**src/rtl/ea_pkg.sv**
```systemverilog
package ea_pkg;

    localparam int MODE_W = 4;
    localparam int CNT_W  = 2;

    typedef enum logic [MODE_W-1:0] {
        M_IMM   = 4'd0,
        M_DIR   = 4'd1,
        M_IND   = 4'd2,
        M_REG   = 4'd3,
        M_RIND  = 4'd4,
        M_PCREL = 4'd5,
        M_IDX   = 4'd6,
        M_DISP  = 4'd7,
        M_AINC  = 4'd8,
        M_POST  = 4'd9,
        M_PRE   = 4'd10
    } mode_e;

    typedef enum logic [2:0] {
        S_IDLE,
        S_CALC,
        S_PTR,
        S_OPND,
        S_DONE
    } state_e;

endpackage

```
**src/rtl/ea_addr_gen.sv**
```systemverilog
module ea_addr_gen
    import ea_pkg::*;
#(
    parameter int FW = 12,
    parameter int DW = 16
) (
    input  logic [MODE_W-1:0] mode,
    input  logic [FW-1:0]     field,
    input  logic [DW-1:0]     pc,
    input  logic [DW-1:0]     rval,
    output logic              legal,
    output logic              need_ptr,
    output logic              need_opnd,
    output logic              post_add,
    output logic              wb,
    output logic [DW-1:0]     calc_ea,
    output logic [DW-1:0]     calc_op,
    output logic [DW-1:0]     ptr_addr
);
    localparam int XW = DW - FW;

    logic [DW-1:0] sx, zx;

    assign sx = {{XW{field[FW-1]}}, field};
    assign zx = {{XW{1'b0}}, field};

    always_comb begin
        legal     = 1'b1;
        need_ptr  = 1'b0;
        need_opnd = 1'b0;
        post_add  = 1'b0;
        wb        = 1'b0;
        calc_ea   = '0;
        calc_op   = '0;
        ptr_addr  = zx;
        case (mode)
            M_IMM: begin
                calc_ea = sx;
                calc_op = sx;
            end
            M_DIR: begin
                calc_ea   = zx;
                need_opnd = 1'b1;
            end
            M_IND: begin
                need_ptr  = 1'b1;
                need_opnd = 1'b1;
            end
            M_REG: begin
                calc_op = rval;
            end
            M_RIND: begin
                calc_ea   = rval;
                need_opnd = 1'b1;
            end
            M_PCREL: begin
                calc_ea   = pc + DW'(1) + sx;
                need_opnd = 1'b1;
            end
            M_IDX: begin
                calc_ea   = zx + rval;
                need_opnd = 1'b1;
            end
            M_DISP: begin
                calc_ea   = sx + rval;
                need_opnd = 1'b1;
            end
            M_AINC: begin
                calc_ea   = zx + rval;
                need_opnd = 1'b1;
                wb        = 1'b1;
            end
            M_POST: begin
                need_ptr  = 1'b1;
                need_opnd = 1'b1;
                post_add  = 1'b1;
            end
            M_PRE: begin
                ptr_addr  = zx + rval;
                need_ptr  = 1'b1;
                need_opnd = 1'b1;
            end
            default: begin
                legal = 1'b0;
            end
        endcase
    end

endmodule

```
**src/rtl/ea_ctrl.sv**
```systemverilog
module ea_ctrl
    import ea_pkg::*;
(
    input  logic clk,
    input  logic rst,
    input  logic start,
    input  logic legal,
    input  logic need_ptr,
    input  logic need_opnd,
    input  logic mem_rvalid,
    output logic accept,
    output logic in_calc,
    output logic ptr_fire,
    output logic opnd_fire,
    output logic busy,
    output logic done,
    output logic mem_req,
    output logic sel_ptr
);
    state_e state, state_nx;

    always_ff @(posedge clk) begin
        if (rst) state <= S_IDLE;
        else     state <= state_nx;
    end

    always_comb begin
        state_nx = state;
        unique case (state)
            S_IDLE: if (start) state_nx = S_CALC;
            S_CALC: begin
                if (!legal)         state_nx = S_DONE;
                else if (need_ptr)  state_nx = S_PTR;
                else if (need_opnd) state_nx = S_OPND;
                else                state_nx = S_DONE;
            end
            S_PTR:  if (mem_rvalid) state_nx = S_OPND;
            S_OPND: if (mem_rvalid) state_nx = S_DONE;
            S_DONE: state_nx = S_IDLE;
            default: state_nx = S_IDLE;
        endcase
    end

    always_comb begin
        accept    = (state == S_IDLE) && start;
        in_calc   = (state == S_CALC);
        ptr_fire  = (state == S_PTR)  && mem_rvalid;
        opnd_fire = (state == S_OPND) && mem_rvalid;
        busy      = (state != S_IDLE);
        done      = (state == S_DONE);
        mem_req   = (state == S_PTR) || (state == S_OPND);
        sel_ptr   = (state == S_PTR);
    end

endmodule

```
**src/rtl/eff_addr_unit.sv**
```systemverilog
module eff_addr_unit
    import ea_pkg::*;
#(
    parameter int FW   = 12,
    parameter int DW   = 16,
    parameter int NREG = 8,
    parameter int RAW  = $clog2(NREG)
) (
    input  logic              clk,
    input  logic              rst,
    input  logic              start,
    input  logic [3:0]        mode,
    input  logic [FW-1:0]     addr_field,
    input  logic [DW-1:0]     pc,
    input  logic [RAW-1:0]    reg_sel,
    output logic              busy,
    output logic              done,
    output logic              illegal,
    output logic [DW-1:0]     ea,
    output logic [DW-1:0]     operand,
    output logic [1:0]        mem_reads,
    output logic              mem_req,
    output logic [DW-1:0]     mem_addr,
    input  logic              mem_rvalid,
    input  logic [DW-1:0]     mem_rdata,
    output logic [RAW-1:0]    rf_raddr,
    input  logic [DW-1:0]     rf_rdata,
    output logic              rf_we,
    output logic [RAW-1:0]    rf_waddr,
    output logic [DW-1:0]     rf_wdata
);
    logic [MODE_W-1:0] mode_q;
    logic [FW-1:0]     field_q;
    logic [DW-1:0]     pc_q;
    logic [RAW-1:0]    sel_q;
    logic [DW-1:0]     reg_q;
    logic [DW-1:0]     ptr_q;
    logic              post_q;
    logic [DW-1:0]     ea_q, op_q;
    logic [CNT_W-1:0]  cnt_q;
    logic              ill_q;

    logic legal, need_ptr, need_opnd, post_add, wb;
    logic [DW-1:0] calc_ea, calc_op, ptr_addr;
    logic accept, in_calc, ptr_fire, opnd_fire, sel_ptr;

    ea_addr_gen #(.FW(FW), .DW(DW)) u_gen (
        .mode      (mode_q),
        .field     (field_q),
        .pc        (pc_q),
        .rval      (rf_rdata),
        .legal     (legal),
        .need_ptr  (need_ptr),
        .need_opnd (need_opnd),
        .post_add  (post_add),
        .wb        (wb),
        .calc_ea   (calc_ea),
        .calc_op   (calc_op),
        .ptr_addr  (ptr_addr)
    );

    ea_ctrl u_ctrl (
        .clk        (clk),
        .rst        (rst),
        .start      (start),
        .legal      (legal),
        .need_ptr   (need_ptr),
        .need_opnd  (need_opnd),
        .mem_rvalid (mem_rvalid),
        .accept     (accept),
        .in_calc    (in_calc),
        .ptr_fire   (ptr_fire),
        .opnd_fire  (opnd_fire),
        .busy       (busy),
        .done       (done),
        .mem_req    (mem_req),
        .sel_ptr    (sel_ptr)
    );

    always_ff @(posedge clk) begin
        if (rst) begin
            mode_q  <= '0;
            field_q <= '0;
            pc_q    <= '0;
            sel_q   <= '0;
            reg_q   <= '0;
            ptr_q   <= '0;
            post_q  <= 1'b0;
            ea_q    <= '0;
            op_q    <= '0;
            cnt_q   <= '0;
            ill_q   <= 1'b0;
        end else begin
            if (accept) begin
                mode_q  <= mode;
                field_q <= addr_field;
                pc_q    <= pc;
                sel_q   <= reg_sel;
                cnt_q   <= '0;
                ill_q   <= 1'b0;
            end
            if (in_calc) begin
                reg_q  <= rf_rdata;
                ptr_q  <= ptr_addr;
                post_q <= post_add;
                ea_q   <= calc_ea;
                op_q   <= calc_op;
                ill_q  <= !legal;
            end
            if (ptr_fire) begin
                ea_q  <= post_q ? (mem_rdata + reg_q) : mem_rdata;
                cnt_q <= cnt_q + CNT_W'(1);
            end
            if (opnd_fire) begin
                op_q  <= mem_rdata;
                cnt_q <= cnt_q + CNT_W'(1);
            end
        end
    end

    assign mem_addr  = sel_ptr ? ptr_q : ea_q;
    assign rf_raddr  = sel_q;
    assign rf_we     = in_calc && legal && wb;
    assign rf_waddr  = sel_q;
    assign rf_wdata  = rf_rdata + DW'(1);
    assign ea        = ea_q;
    assign operand   = op_q;
    assign mem_reads = cnt_q;
    assign illegal   = ill_q;

endmodule

```
**config.mk**
```make
export PLATFORM = sky130hd
export DESIGN_NAME = eff_addr_unit
export DESIGN_NICKNAME = d
export VERILOG_FILES = /design/src/rtl/ea_pkg.sv /design/src/rtl/ea_addr_gen.sv /design/src/rtl/ea_ctrl.sv /design/src/rtl/eff_addr_unit.sv
export SDC_FILE = /design/constraint.sdc
export NUM_CORES = 1
export LEC_CHECK = 0
export ABC_AREA = 1
export CAP_MARGIN = 10
export CELL_PAD_IN_SITES_DETAIL_PLACEMENT = 2
export CELL_PAD_IN_SITES_GLOBAL_PLACEMENT = 2
export CORE_UTILIZATION = 31
export DETAILED_ROUTE_END_ITERATION = 10
export GPL_ROUTABILITY_DRIVEN = 0
export GPL_TIMING_DRIVEN = 0
export PLACE_DENSITY = 0.9
export SYNTH_ARGS = -nofsm -noshare
export SYNTH_HDL_FRONTEND = slang
export SYNTH_HIERARCHICAL = 1
export SYNTH_SLANG_ARGS = --single-unit
```
**constraint.sdc**
```tcl
create_clock -name clk -period 4.95 [get_ports clk]
set_input_delay 0.495 -clock clk [delete_from_list [all_inputs] [get_ports clk]]
set_output_delay 0.495 -clock clk [all_outputs]
set_load 0.01 [all_outputs]
```
==> results of run 1 <==
per-stage QoR:
step                      cell area [sq um]  cells  utilization  setup WS (ns)  total power [W]
after floorplan                        8470   1377            -           2.87          0.00377
after global placement                10400   1865        0.386           1.34          0.00524
after detailed placement              10400   1865        0.386           1.31          0.00548
after CTS                             10700   1881        0.397           1.29          0.00649
after global routing                  10700   1881        0.397           1.19          0.00692
final                                 10700   1881        0.397           1.27          0.00655
report_power, final:
group	total [W]	internal [W]	switching, W	leakage (nW)
registers	0.00164	0.00122	0.000420	0.874
clock network	0.000785	0.000364	0.000421	0.146
logic	0.00413	0.00145	0.00268	4.06
state kept, by name, indices dropped and copies added (netlist names):
signal / cells
post_q: 1
rf_raddr: 3
operand: 16
field_q: 12
mem_reads: 2
reg_q: 16
illegal: 1
u_ctrl/state: 3
ea: 16
mode_q: 4
pc_q: 16
ptr_q: 16
Yosys cell counts, drive strengths merged:
library cell and count:
nand2 321, nor2 237, inv 180, o21ai 140
dfxtp 106, nand3 85, a21oi 75, ha 47
clkbuf 33, nor3 29, xor2 19, o221ai 17
buf 16, mux2 13, xnor2 10, nand4 8
nand3b 6, o211ai 6, a21boi 4, a221oi 3
a32o 3, clkinv 3, fa 3, or2 3
and2 2, o22ai 2, a211oi 1, and3 1
nand2b 1, nor3b 1, o2111ai 1, o41ai 1
area by class of cell:
cell class,instances,share of cell area
Buffer,49,0.0212
Clock buffer,9,0.0211
Clock inverter,7,0.00750
Inverter,183,0.0651
Multi-Input combinational cell,1039,0.508
Sequential cell,106,0.199
Tap cell,341,0.0400
Timing Repair Buffer,147,0.138
cells by family (layout without fill, tap and decap cells):
group	count (synthesis)	count (layout)	share of synthesized area
AND/OR/NAND/NOR	694	694	0.348
AO/OA/AOI/OAI	253	253	0.168
buffers and inverters	232	395	0.109
flip-flops	106	106	0.251
adder cells (fa/ha/maj)	50	50	0.0765
XOR/XNOR	29	29	0.0309
multiplexers	13	13	0.0173
critical path: stages:
cell and delay [ns]:
sky130_fd_sc_hd__clkdlybuf4s50_1 0.70, sky130_fd_sc_hd__ha_1 0.30, sky130_fd_sc_hd__nand2_2 0.12, sky130_fd_sc_hd__nor3b_2 0.27, sky130_fd_sc_hd__nand2_2 0.10, sky130_fd_sc_hd__nor2_4 0.16
sky130_fd_sc_hd__nand3_2 0.13, sky130_fd_sc_hd__nor2_4 0.14, sky130_fd_sc_hd__nand2_2 0.08, sky130_fd_sc_hd__xnor2_2 0.11, sky130_fd_sc_hd__clkdlybuf4s50_1 0.56
path summary, 6_finish.rpt:
path | from | end | slack [ns]
setup / recovery | rf_rdata[1] | rf_wdata[14] | 1.27
hold reg to reg | mem_reads[1]$_SDFFE_PP0P_ | mem_reads[1]$_SDFFE_PP0P_ | 0.48
setup reg to reg | field_q[1]$_SDFFE_PP0P_ | ea[8]$_SDFFE_PP0P_ | 2.15
hold / removal | mem_reads[1]$_SDFFE_PP0P_ | mem_reads[1]$_SDFFE_PP0P_ | 0.48
layer usage:
metal / global-route usage / routed length, um / vias to the layer above
met5: 0 / 0 / -
met4: 0.162 / 2190 / 0
met3: 0.0430 / 1890 / 142
met2: 0.589 / 22600 / 362
met1: 0.355 / 17700 / 5166
li1: - / - / 4765
==> run summary, run 1 <==
In the routed layout, each cell is associated on average with a via count of 5.55. In the layout the commonest cells are 316 x sky130_fd_sc_hd__nand2_1, 224 x sky130_fd_sc_hd__nor2_1, 170 x sky130_fd_sc_hd__inv_1. CTS placed an instance of sky130_fd_sc_hd__clkbuf_16 at the clock tree root. The number of DRC markers after the initial detailed-route iteration is 539. The setup violation total in the final timing report is 0. The synthesized netlist net count is 1,498. After the last flow step, the layout net total stands at 1,656. The final HPWL from detailed placement is 32,600 um. The worst IR drop on VDD came out at 200 uV. The initial utilization of the core area, before any placement, comes to 0.315. The flow ran to the end, and the final reports show no timing, DRC or antenna violations.

The highest net fanout along the worst path came out at 5. The largest total area in the synthesized netlist belongs to sky130_fd_sc_hd__dfxtp_1. The worst clock skew came out at 0.0214 ns. The first-pass GRT wire length came out at 68,700 um. The number of remaining DRC errors came out at 0.

For the worst flop-to-flop path, the logic depth is 11. After synthesis, the netlist uses approximately 50 different library cells. Global routing finished with a remaining overflow of 0. The repair_antennas step left the layout with diodes totalling 0.

The critical path arrival came out at 3.18 ns. The H-tree was split into 3 levels. The CTS clock-pin slew for the worst setup and hold paths is around 0.09 ns. For this design the ratio of total power to cell area is 614 mW/mm^2. The achievable clock frequency came out at 0.272 GHz. The die covers 0.0280 sq mm. The share of layout cells above drive strength 1 is 0.0545. The number of buffers on the longest clock path came out at 2. STA classifies the critical path endpoint as a primary output. Measured along the x axis, the die boundary spans 167 um. The smallest clock period supported by the final layout is computed as 3.68 ns. The count of nets left with antenna violations once routing finished came out at 0.

The number of violations of the max-capacitance limit came out at 0. Ranked by total cell area, the synthesized netlist is headed by sky130_fd_sc_hd__dfxtp_1 25%, sky130_fd_sc_hd__nand2_1 14%, sky130_fd_sc_hd__nor2_1 9.9%, sky130_fd_sc_hd__o21ai_0 7.9%, sky130_fd_sc_hd__inv_1 7.5%. Summed over all cells, the static leakage comes to about 5 nW. Setup repair after global routing left no endpoint under its margin. The hold path depth is 1. Hold is met by 0.484 ns. The number of cell rows is 60. The post-synthesis cell count came out at 1,377.

The number of warnings printed during yosys synthesis is 6. The combined area of the multi-input logic cells is 0.00543 sq mm. The post-synthesis cell area is about 0.0085 sq mm. The count of endpoints failing hold in the final timing report came out at 0.

In the global route stage, overall resource usage came out at 0.318. The TritonCTS clock tree is yes. The part of the cycle the worst path needs came out at 0.743. The worst endpoint required time came out at 4.45 ns.

The maximum number of pins on one net before global-route repair is 22. Buffers placed on the I/O ports in this run total around 150. The post-CTS setup buffer count is 0. The synthesized area per cell is just over 6 sq um. The first detailed-routing pass ran for 4 iterations. The total area inside the core boundary comes to 0.0269 sq mm. The total number of vias came out at 10,400. The clock network latency to the later pin of the worst-skew pair is 0.38 ns. The filler cell count in the final layout is 3,270. The worst setup path is launched from an input pin. In this run the vertical extent of the chip is 167 um. The initial antenna violation count was 0. Once the clock tree was built, the resizer swapped 0 gates to a different size.

The sequential cells in the finished layout cover a total of 0.00212 sq mm. The total of flip-flops plus latches after synthesis is approximately 110. The number of top-level pins is 148. Relative to the synthesized area, the layout overhead comes to 26.0%. The final setup TNS came out at 0 ns. The total of hold buffers inserted after clock tree synthesis came out at 0. The sequential share of the synthesized area came out at 0.251.

The number of buffers created by CTS is 9. The final-report max-slew violation count is 0. The total detailed-routing wirelength came out at 44,400 um.

The most frequent standard cell in the layout excluding fill and tap cells is sky130_fd_sc_hd__nand2_1. The via count of the first global-routing pass is approximately 12,000. The routed length per placed instance came out at around 24 um. The setup path with the least slack is of type input pin to primary output. The area share of the largest cell type after synthesis came out at 0.251. The CTS sink count came out at 106. In this run the worst hold path is classified as register to register. The actual slew at the worst max-slew pin came out at 0.765 ns. Measured against its own limit, the worst slew margin works out to 0.489.
(Power assumes the default switching activity.)
==> run 2: changes to the inputs <==
CORE_UTILIZATION = 28   (was 31)
PLACE_DENSITY = 0.82   (was 0.9)
clock period = 3.6 ns   (was 4.95 ns; I/O delays follow)
==> run 2 against run 1 <==
Clock power up 36%. First-iteration DRC count down 16%. Wire length down 12%. Count of clock-buffer cells in the layout unchanged. Utilization down 3.6 points. Sequential power up 35%. Die area up 11%. Final area up 0.55%. Combinational power up 30%. Via count down 5.2%. Critical path type unchanged. Global-route usage down 6.2 points. Worst hold slack better by 0.0021 ns.
==> run summary, run 2 (synthesis gave the netlist of run 1 again) <==
The die height came out at 176 um. The initial antenna violation count came out at 2. The via count of the first global-routing pass is between 10,000 and 15,000.

The total congestion overflow is 0. The number of detailed-route iterations in the first pass came out at 4. At the pin with the least slew margin, the transition time is 0.829 ns.

The die area came out at 0.0309 sq mm. The number of cells upsized or downsized after cts came out at 0. The library cells used most frequently in the layout, excluding fill and tap cells, are 316 x sky130_fd_sc_hd__nand2_1, 224 x sky130_fd_sc_hd__nor2_1, 170 x sky130_fd_sc_hd__inv_1.

The CTS sink count came out at approximately 110. For this run, the top clock speed supported by timing is 0.295 GHz. The x dimension of the die is between 150 and 200 um.

The maximum number of pins on one net before global-route repair is 19. The worst endpoint required time is between 3 and 4 ns. The post-synthesis to final-layout area growth came out at 26.7%. The worst setup path category is input pin to primary output. Clock latency on the worst-skew pair, taken at its later pin, is 0.37 ns. In the global route stage, met3 resource usage came out at 0.0385. The final-report max-slew violation count is 0. After layout, the design draws a total of roughly 0.0086 W.

The final layout contains routed wiring with a total length of 38,900 um. Summed over all cells, the static leakage comes to 5.08 nW. The final setup TNS is 0 ns. The first-pass GRT wire length came out at 60,600 um. The highest net fanout along the worst path came out at 5. The number of top-level pins came out at 148. The number of buffers created by CTS is 9. Counting along the longest clock path gives a buffer depth of 2. The number of cell rows came out at 63. The flow ran to the end, and the final reports show no timing, DRC or antenna violations. The placeable core area is 0.0297 sq mm. The number of remaining DRC errors came out at 0. The fraction of met2 tracks used by global routing came out at 0.460. The CTS clock-pin slew for the worst setup and hold paths came out at 0.09 ns. The worst IR drop on VDD is about 240 uV. Once detail routing completed, the nets flagged for antenna violations numbered 0. In this run the most used layer during global routing was met2. The worst clock skew is 0.0183 ns. The worst relative slew slack came out at 0.446. The total track usage is 0.256.

The count of endpoints failing hold in the final timing report came out at 0. The worst hold slack is a little under 0.5 ns. The number of placed instances, taps included came out at between 1,500 and 2,000. Once layout is done, the placed cells without fillers occupy 0.0107 sq mm.

After detailed placement, the total cell area comes to between 0.01 and 0.015 sq mm. For the worst setup path, the data arrival time is 3.03 ns. The share of layout cells above drive strength 1 came out at 0.0539. Buffers added to address setup during post-CTS repair amount to 0. After the flow finishes, the layout carries non-filler instances totaling around 1,900. The number of violations of the max-capacitance limit is 0. The worst path in the final design needs a cycle of approximately 3.4 ns, including I/O delays and setup. Clock tree synthesis selected as its root buffer the cell sky130_fd_sc_hd__clkbuf_16. The part of the cycle the worst path needs came out at 0.942. The startpoint kind of the worst setup timing path is an input pin. STA classifies the critical path endpoint as a primary output. The final HPWL from detailed placement is 32,300 um. The via-per-instance ratio came out at between 5 and 6. The total of hold buffers inserted after clock tree synthesis is 0. After detailed routing, the average wire length per cell comes to 20.2 um.

The most frequent standard cell in the layout excluding fill and tap cells is sky130_fd_sc_hd__nand2_1. The met1 global-route usage came out at 0.302. The first routing iteration left about 450 violations. The total number of vias is around 9,900.

The number of buffers inserted by port buffering came out at 147. The tightest min-delay check is of the register to register type. The setup violation total in the final timing report is 0.

The final net count came out at 1,656. The power per cell area came out at 805 mW/mm^2. The TritonCTS clock tree is yes. The total number of H-tree levels came out at 3. The initial core utilization is 0.285. Setup repair after global routing left no endpoint under its margin.
[run 2: changes by cell type in the layout (fill, tap and decap cells not counted)]
cell / delta
sky130_fd_sc_hd__bufinv_16: +1
sky130_fd_sc_hd__clkinv_4: +1
sky130_fd_sc_hd__clkinv_8: -1
sky130_fd_sc_hd__diode_2: +1
sky130_fd_sc_hd__inv_12: -1
sky130_fd_sc_hd__inv_8: -1
[run 2: worst paths after layout]
path / endpoint / cells after the start / start / slack (ns)
max reg2reg: ea[13]$_SDFFE_PP0P_ / 12 / field_q[11]$_SDFFE_PP0P_ / 0.82
min: illegal$_SDFFE_PP0P_ / 2 / illegal$_SDFFE_PP0P_ / 0.49
min reg2reg: illegal$_SDFFE_PP0P_ / 2 / illegal$_SDFFE_PP0P_ / 0.49
max: rf_wdata[14] / 11 / rf_rdata[1] / 0.21
[run 2: cell type report]
| class | instances | area [sq um] |
|---|---|---|
| sequential | 106 | 2120 |
| antenna | 1 | 2.50 |
| clock buffer | 9 | 225 |
| buffer | 49 | 226 |
| tap | 390 | 488 |
| timing repair buffer | 147 | 1470 |
| inverter | 183 | 694 |
| multi-input combinational | 1039 | 5430 |
| fill | 3679 | 19000 |
| clock inverter | 6 | 75.1 |
[run 2: worst max-delay path, cell delays in order]
cell	delay, ns
sky130_fd_sc_hd__clkdlybuf4s50_1	0.70
sky130_fd_sc_hd__ha_1	0.30
sky130_fd_sc_hd__nand2_2	0.11
sky130_fd_sc_hd__nor3b_2	0.29
sky130_fd_sc_hd__nand2_2	0.10
sky130_fd_sc_hd__nor2_4	0.16
sky130_fd_sc_hd__nand3_2	0.13
sky130_fd_sc_hd__nor2_4	0.13
sky130_fd_sc_hd__nand2_2	0.07
sky130_fd_sc_hd__xnor2_2	0.11
sky130_fd_sc_hd__clkdlybuf4s50_1	0.57
[run 2: power by group]
| part | internal [W] | switching (W) |
|---|---|---|
| clock network | 0.000548 | 0.000519 |
| registers | 0.00168 | 0.000532 |
| logic | 0.00198 | 0.00338 |
| total | 0.00420 | 0.00443 |
[run 2: per-layer routing]
layer,share of wire,wire length [um]
met1,0.43,16900
met2,0.49,19200
met3,0.037,1450
met4,0.035,1360
met5,0.00033,13
[run 2: per-stage QoR]
stage / setup WS, ns / util
after global placement: 0.230 / 0.351
after detailed placement: 0.184 / 0.351
after floorplan: 1.64 / -
after CTS: 0.183 / 0.361
after global routing: 0.0952 / 0.361
final: 0.209 / 0.361
==> run 3: changes to the inputs <==
ABC_AREA = 0   (was 1)
CORE_UTILIZATION = 31   (was 28)
==> run 3 against run 2 <==
Sequential power shrank 33%. Synthesized cell count shrank 31%. Area after synthesis shrank 7.0%. Worst setup slack lost 0.050 ns. Largest cell class unchanged. Wire length shrank 16%. Critical path type is now input pin to register.
==> run summary, run 3 <==
The number of placed instances, taps included came out at 1,415. The worst IR drop on VDD came out at 255 uV. The post-synthesis to final-layout area growth came out at 28.5%. The power per cell area came out at 478 mW/mm^2.

The type of the tightest min-delay check is register to register. Entering global routing, the biggest net connects 23 pins. A synthesized cell averages 8.34 sq um.

Summed over all cells, the static leakage comes to ~4 nW. After floorplanning, the core was sized to cover 0.0246 sq mm. STA classifies the critical path endpoint as a register.

STA classifies the critical path startpoint as an input pin. The number of standard cells in the layout, taps in and fillers out came out at approximately 1,400. The setup violation total in the final timing report came out at 0.

The slack of the worst reg-to-reg path is 0.17 ns. Along the worst path, the maximum fanout reaches 9. The H-tree was split into 3 levels. The final instance area is ~0.010 sq mm. The number of warnings printed during yosys synthesis came out at 6. The routed length per placed instance is 22.9 um. The count of endpoints failing hold in the final timing report came out at 0. Walking the worst path, the cells encountered are clkdlybuf4s15_1, ha_1, inv_1, fa_1, nor2b_1, o31a_1, o31ai_2, and2b_1, o21ai_1, xnor2_1, o221ai_1, nor2b_1, o21ba_2, nor3_1, o21a_1. The master cell of the clock root buffer is sky130_fd_sc_hd__clkbuf_16. The via count of the first global-routing pass was between 8,000 and 9,000. The worst setup path category is input pin to register. The TritonCTS clock tree is yes. The number of top-level pins is 148. The initial antenna violation count was 0. The prevailing post-synth register cell is sky130_fd_sc_hd__dfxtp_1. When the netlist entered floorplanning its net count stood at 1,065. The total of flip-flops plus latches after synthesis came out at 106. In this run the deepest clock path goes through 2 buffers. In the global route stage, overall resource usage came out at 0.254. The post-synthesis cell area is 0.00788 sq mm. The sequential share of the synthesized area is 0.269.

The synthesized design contains 0 enable-type register cells. The flow ran to the end, and the final reports show no timing, DRC or antenna violations. The share of layout cells above drive strength 1 came out at 0.0913. The clock network latency to the later pin of the worst-skew pair came out at around 0.38 ns. The fraction of registers with async set/reset came out at 0. The worst endpoint required time is 3.92 ns. The number of remaining DRC errors is 0. The first-pass GRT wire length came out at roughly 50,000 um. The filler cell count in the final layout is roughly 2,800.

The largest area contributor in the synthesized netlist is sky130_fd_sc_hd__dfxtp_1. The total detailed-routing wirelength is 32,800 um. The most frequent standard cell in the layout excluding fill and tap cells is sky130_fd_sc_hd__nor2_1.

In this run, distinct cell masters in the synthesized netlist total 79. The die height came out at 161 um. The final HPWL from detailed placement came out at around 26,000 um.

The total of hold buffers inserted after clock tree synthesis is 0. The x dimension of the die is 161 um. Among all cell types in the netlist, the one instantiated most often is sky130_fd_sc_hd__nor2_1. The actual slew at the worst max-slew pin came out at between 1 and 1.5 ns. Once placement finished, the instance area stood at a little under 0.01 sq mm. The CTS sink count is roughly 110. The worst path buffer plus inverter count came out at 2. The number of inserted diodes came out at 0. Setup repair after global routing left no endpoint under its margin. The number of DRC markers after the initial detailed-route iteration came out at 430.

At the end of the flow, the number of nets in the layout was ~1,200. By area the synthesized netlist is led by sky130_fd_sc_hd__dfxtp_1 27%, sky130_fd_sc_hd__mux2i_1 12%, sky130_fd_sc_hd__ha_1 7.5%, sky130_fd_sc_hd__nor2_1 7.0%, sky130_fd_sc_hd__mux2_2 4.0%. Dividing the final minimum period by the clock period gives 0.956. Data arrives at the worst endpoint at between 3 and 4 ns. The final-report max-slew violation count came out at 0.

The worst relative slew slack came out at 0.227. The library cells used most frequently in the layout, excluding fill and tap cells, are 147 x sky130_fd_sc_hd__nor2_1, 141 x sky130_fd_sc_hd__clkdlybuf4s50_1, 104 x sky130_fd_sc_hd__dfxtp_1. The total congestion overflow is 0. The most numerous cell type found on the critical path is sky130_fd_sc_hd__nor2b_1. The number of antenna-violating nets in the routed design is 0. The post-synthesis cell count is 944. The die area came out at around 0.026 sq mm. On the worst path, the slowest cell contributes a delay of 0.43 ns. The number of detailed-route iterations in the first pass is 6.

The CTS clock-pin slew for the worst setup and hold paths is 0.08 ns. The number of cell rows came out at 57. The number of buffers inserted by port buffering came out at 147. The slowest stage cell on the critical path is sky130_fd_sc_hd__clkdlybuf4s15_1. The initial core utilization came out at 0.320. The area share of the largest cell type after synthesis is 0.269. For this block, the via count after detailed routing is between 8,000 and 9,000. Counting the buffers created by CTS gives 9. The number of violations of the max-capacitance limit is 0. The utilization after layout is 0.411. The achievable clock frequency is 0.291 GHz. The worst clock skew is 0.0117 ns. The minimum clock period is 3.44 ns. The via-per-instance ratio came out at ~5.6.

Ranked by instance count, the synthesized netlist is headed by 147 x sky130_fd_sc_hd__nor2_1, 106 x sky130_fd_sc_hd__dfxtp_1, 91 x sky130_fd_sc_hd__mux2i_1. The dominant delay contributor by cell family on the critical path is compound AO/OA/AOI/OAI gates.
run 3: changes by cell type after synthesis, moves of 24 or more:
cell / previous run / this run
sky130_fd_sc_hd__nand2_1: 316 / 54
sky130_fd_sc_hd__nor2b_1: 0 / 24
sky130_fd_sc_hd__xnor2_1: 9 / 35
sky130_fd_sc_hd__nand3_1: 81 / 14
sky130_fd_sc_hd__inv_1: 170 / 20
sky130_fd_sc_hd__nor2_1: 224 / 147
sky130_fd_sc_hd__o21ai_0: 133 / 39
sky130_fd_sc_hd__mux2i_1: 0 / 91
run 3: repair_timing:
item	4_1_cts	5_1_grt
resized for setup	11	14
setup endpoints to repair	13	14
setup buffers	0	0
pin swaps	0	3
run 3: area by class of cell:
class,count,area [sq um],area share
inverters,20,75.1,0.00742
clock buffers,9,225,0.0222
clock inverters,7,91.3,0.00902
flip-flops and latches,106,2120,0.210
plain buffers,53,267,0.0263
repair buffers,147,1480,0.146
multi-input cells,764,5460,0.539
well taps,324,405,0.0400
run 3: kinds of logic (layout without fill, tap and decap cells):
group	Yosys count	count (layout)	synth area share
buffers and inverters	74	236	0.0437
AND/OR/NAND/NOR	313	313	0.187
XOR/XNOR	53	53	0.0589
flip-flops	106	106	0.269
AO/OA/AOI/OAI	229	229	0.203
multiplexers	119	119	0.156
adder cells (fa/ha/maj)	50	50	0.0823
run 3: through the flow:
step           TNS [ns]  hold WS [ns]  total power [W]  worst slack [ns]
2_1_floorplan         0         0.437          0.00283             0.723
3_3_place_gp      -1.77         0.473          0.00361            -0.652
3_5_place_dp      -2.57         0.479          0.00369            -0.780
4_1_cts               0         0.500          0.00483            0.0178
5_1_grt               0         0.537          0.00508           0.00775
6_report              0         0.498          0.00484             0.159
run 3: worst paths after layout:
check,end,start,cells after the start
hold / removal,ptr_q[7]$_SDFFE_PP0P_,ptr_q[7]$_SDFFE_PP0P_,2
setup reg to reg,ea[12]$_SDFFE_PP0P_,field_q[0]$_SDFFE_PP0P_,14
setup / recovery,ea[12]$_SDFFE_PP0P_,rf_rdata[0],15
hold reg to reg,ptr_q[7]$_SDFFE_PP0P_,ptr_q[7]$_SDFFE_PP0P_,2
run 3: worst register-to-register path, cell delays in order (launching register included):
cell,delay (ns)
sky130_fd_sc_hd__dfxtp_1,0.45
sky130_fd_sc_hd__ha_1,0.26
sky130_fd_sc_hd__inv_1,0.08
sky130_fd_sc_hd__fa_1,0.41
sky130_fd_sc_hd__nor2b_1,0.21
sky130_fd_sc_hd__o31a_1,0.24
sky130_fd_sc_hd__o31ai_2,0.12
sky130_fd_sc_hd__and2b_1,0.24
sky130_fd_sc_hd__o21ai_1,0.29
sky130_fd_sc_hd__xnor2_1,0.11
sky130_fd_sc_hd__o221ai_1,0.28
sky130_fd_sc_hd__nor2b_1,0.13
sky130_fd_sc_hd__o21ba_2,0.24
sky130_fd_sc_hd__nor3_1,0.17
sky130_fd_sc_hd__o21a_1,0.15
run 3: report_power, final:
| part | switching, W | internal (W) | leakage, nW | total, W |
|---|---|---|---|---|
| logic | 0.00126 | 0.000992 | 3.04 | 0.00225 |
| clock network | 0.000604 | 0.000510 | 0.154 | 0.00111 |
| registers | 0.000153 | 0.00132 | 0.865 | 0.00147 |
| total | 0.00202 | 0.00282 | 4.06 | 0.00484 |
run 3: metal layers:
metal | track usage | vias up | routed length (um)
met5 | 0 | - | 0
li1 | - | 3735 | -
met3 | 0.0321 | 53 | 1300
met1 | 0.326 | 4019 | 14900
met2 | 0.438 | 234 | 15700
met4 | 0.0802 | 0 | 852
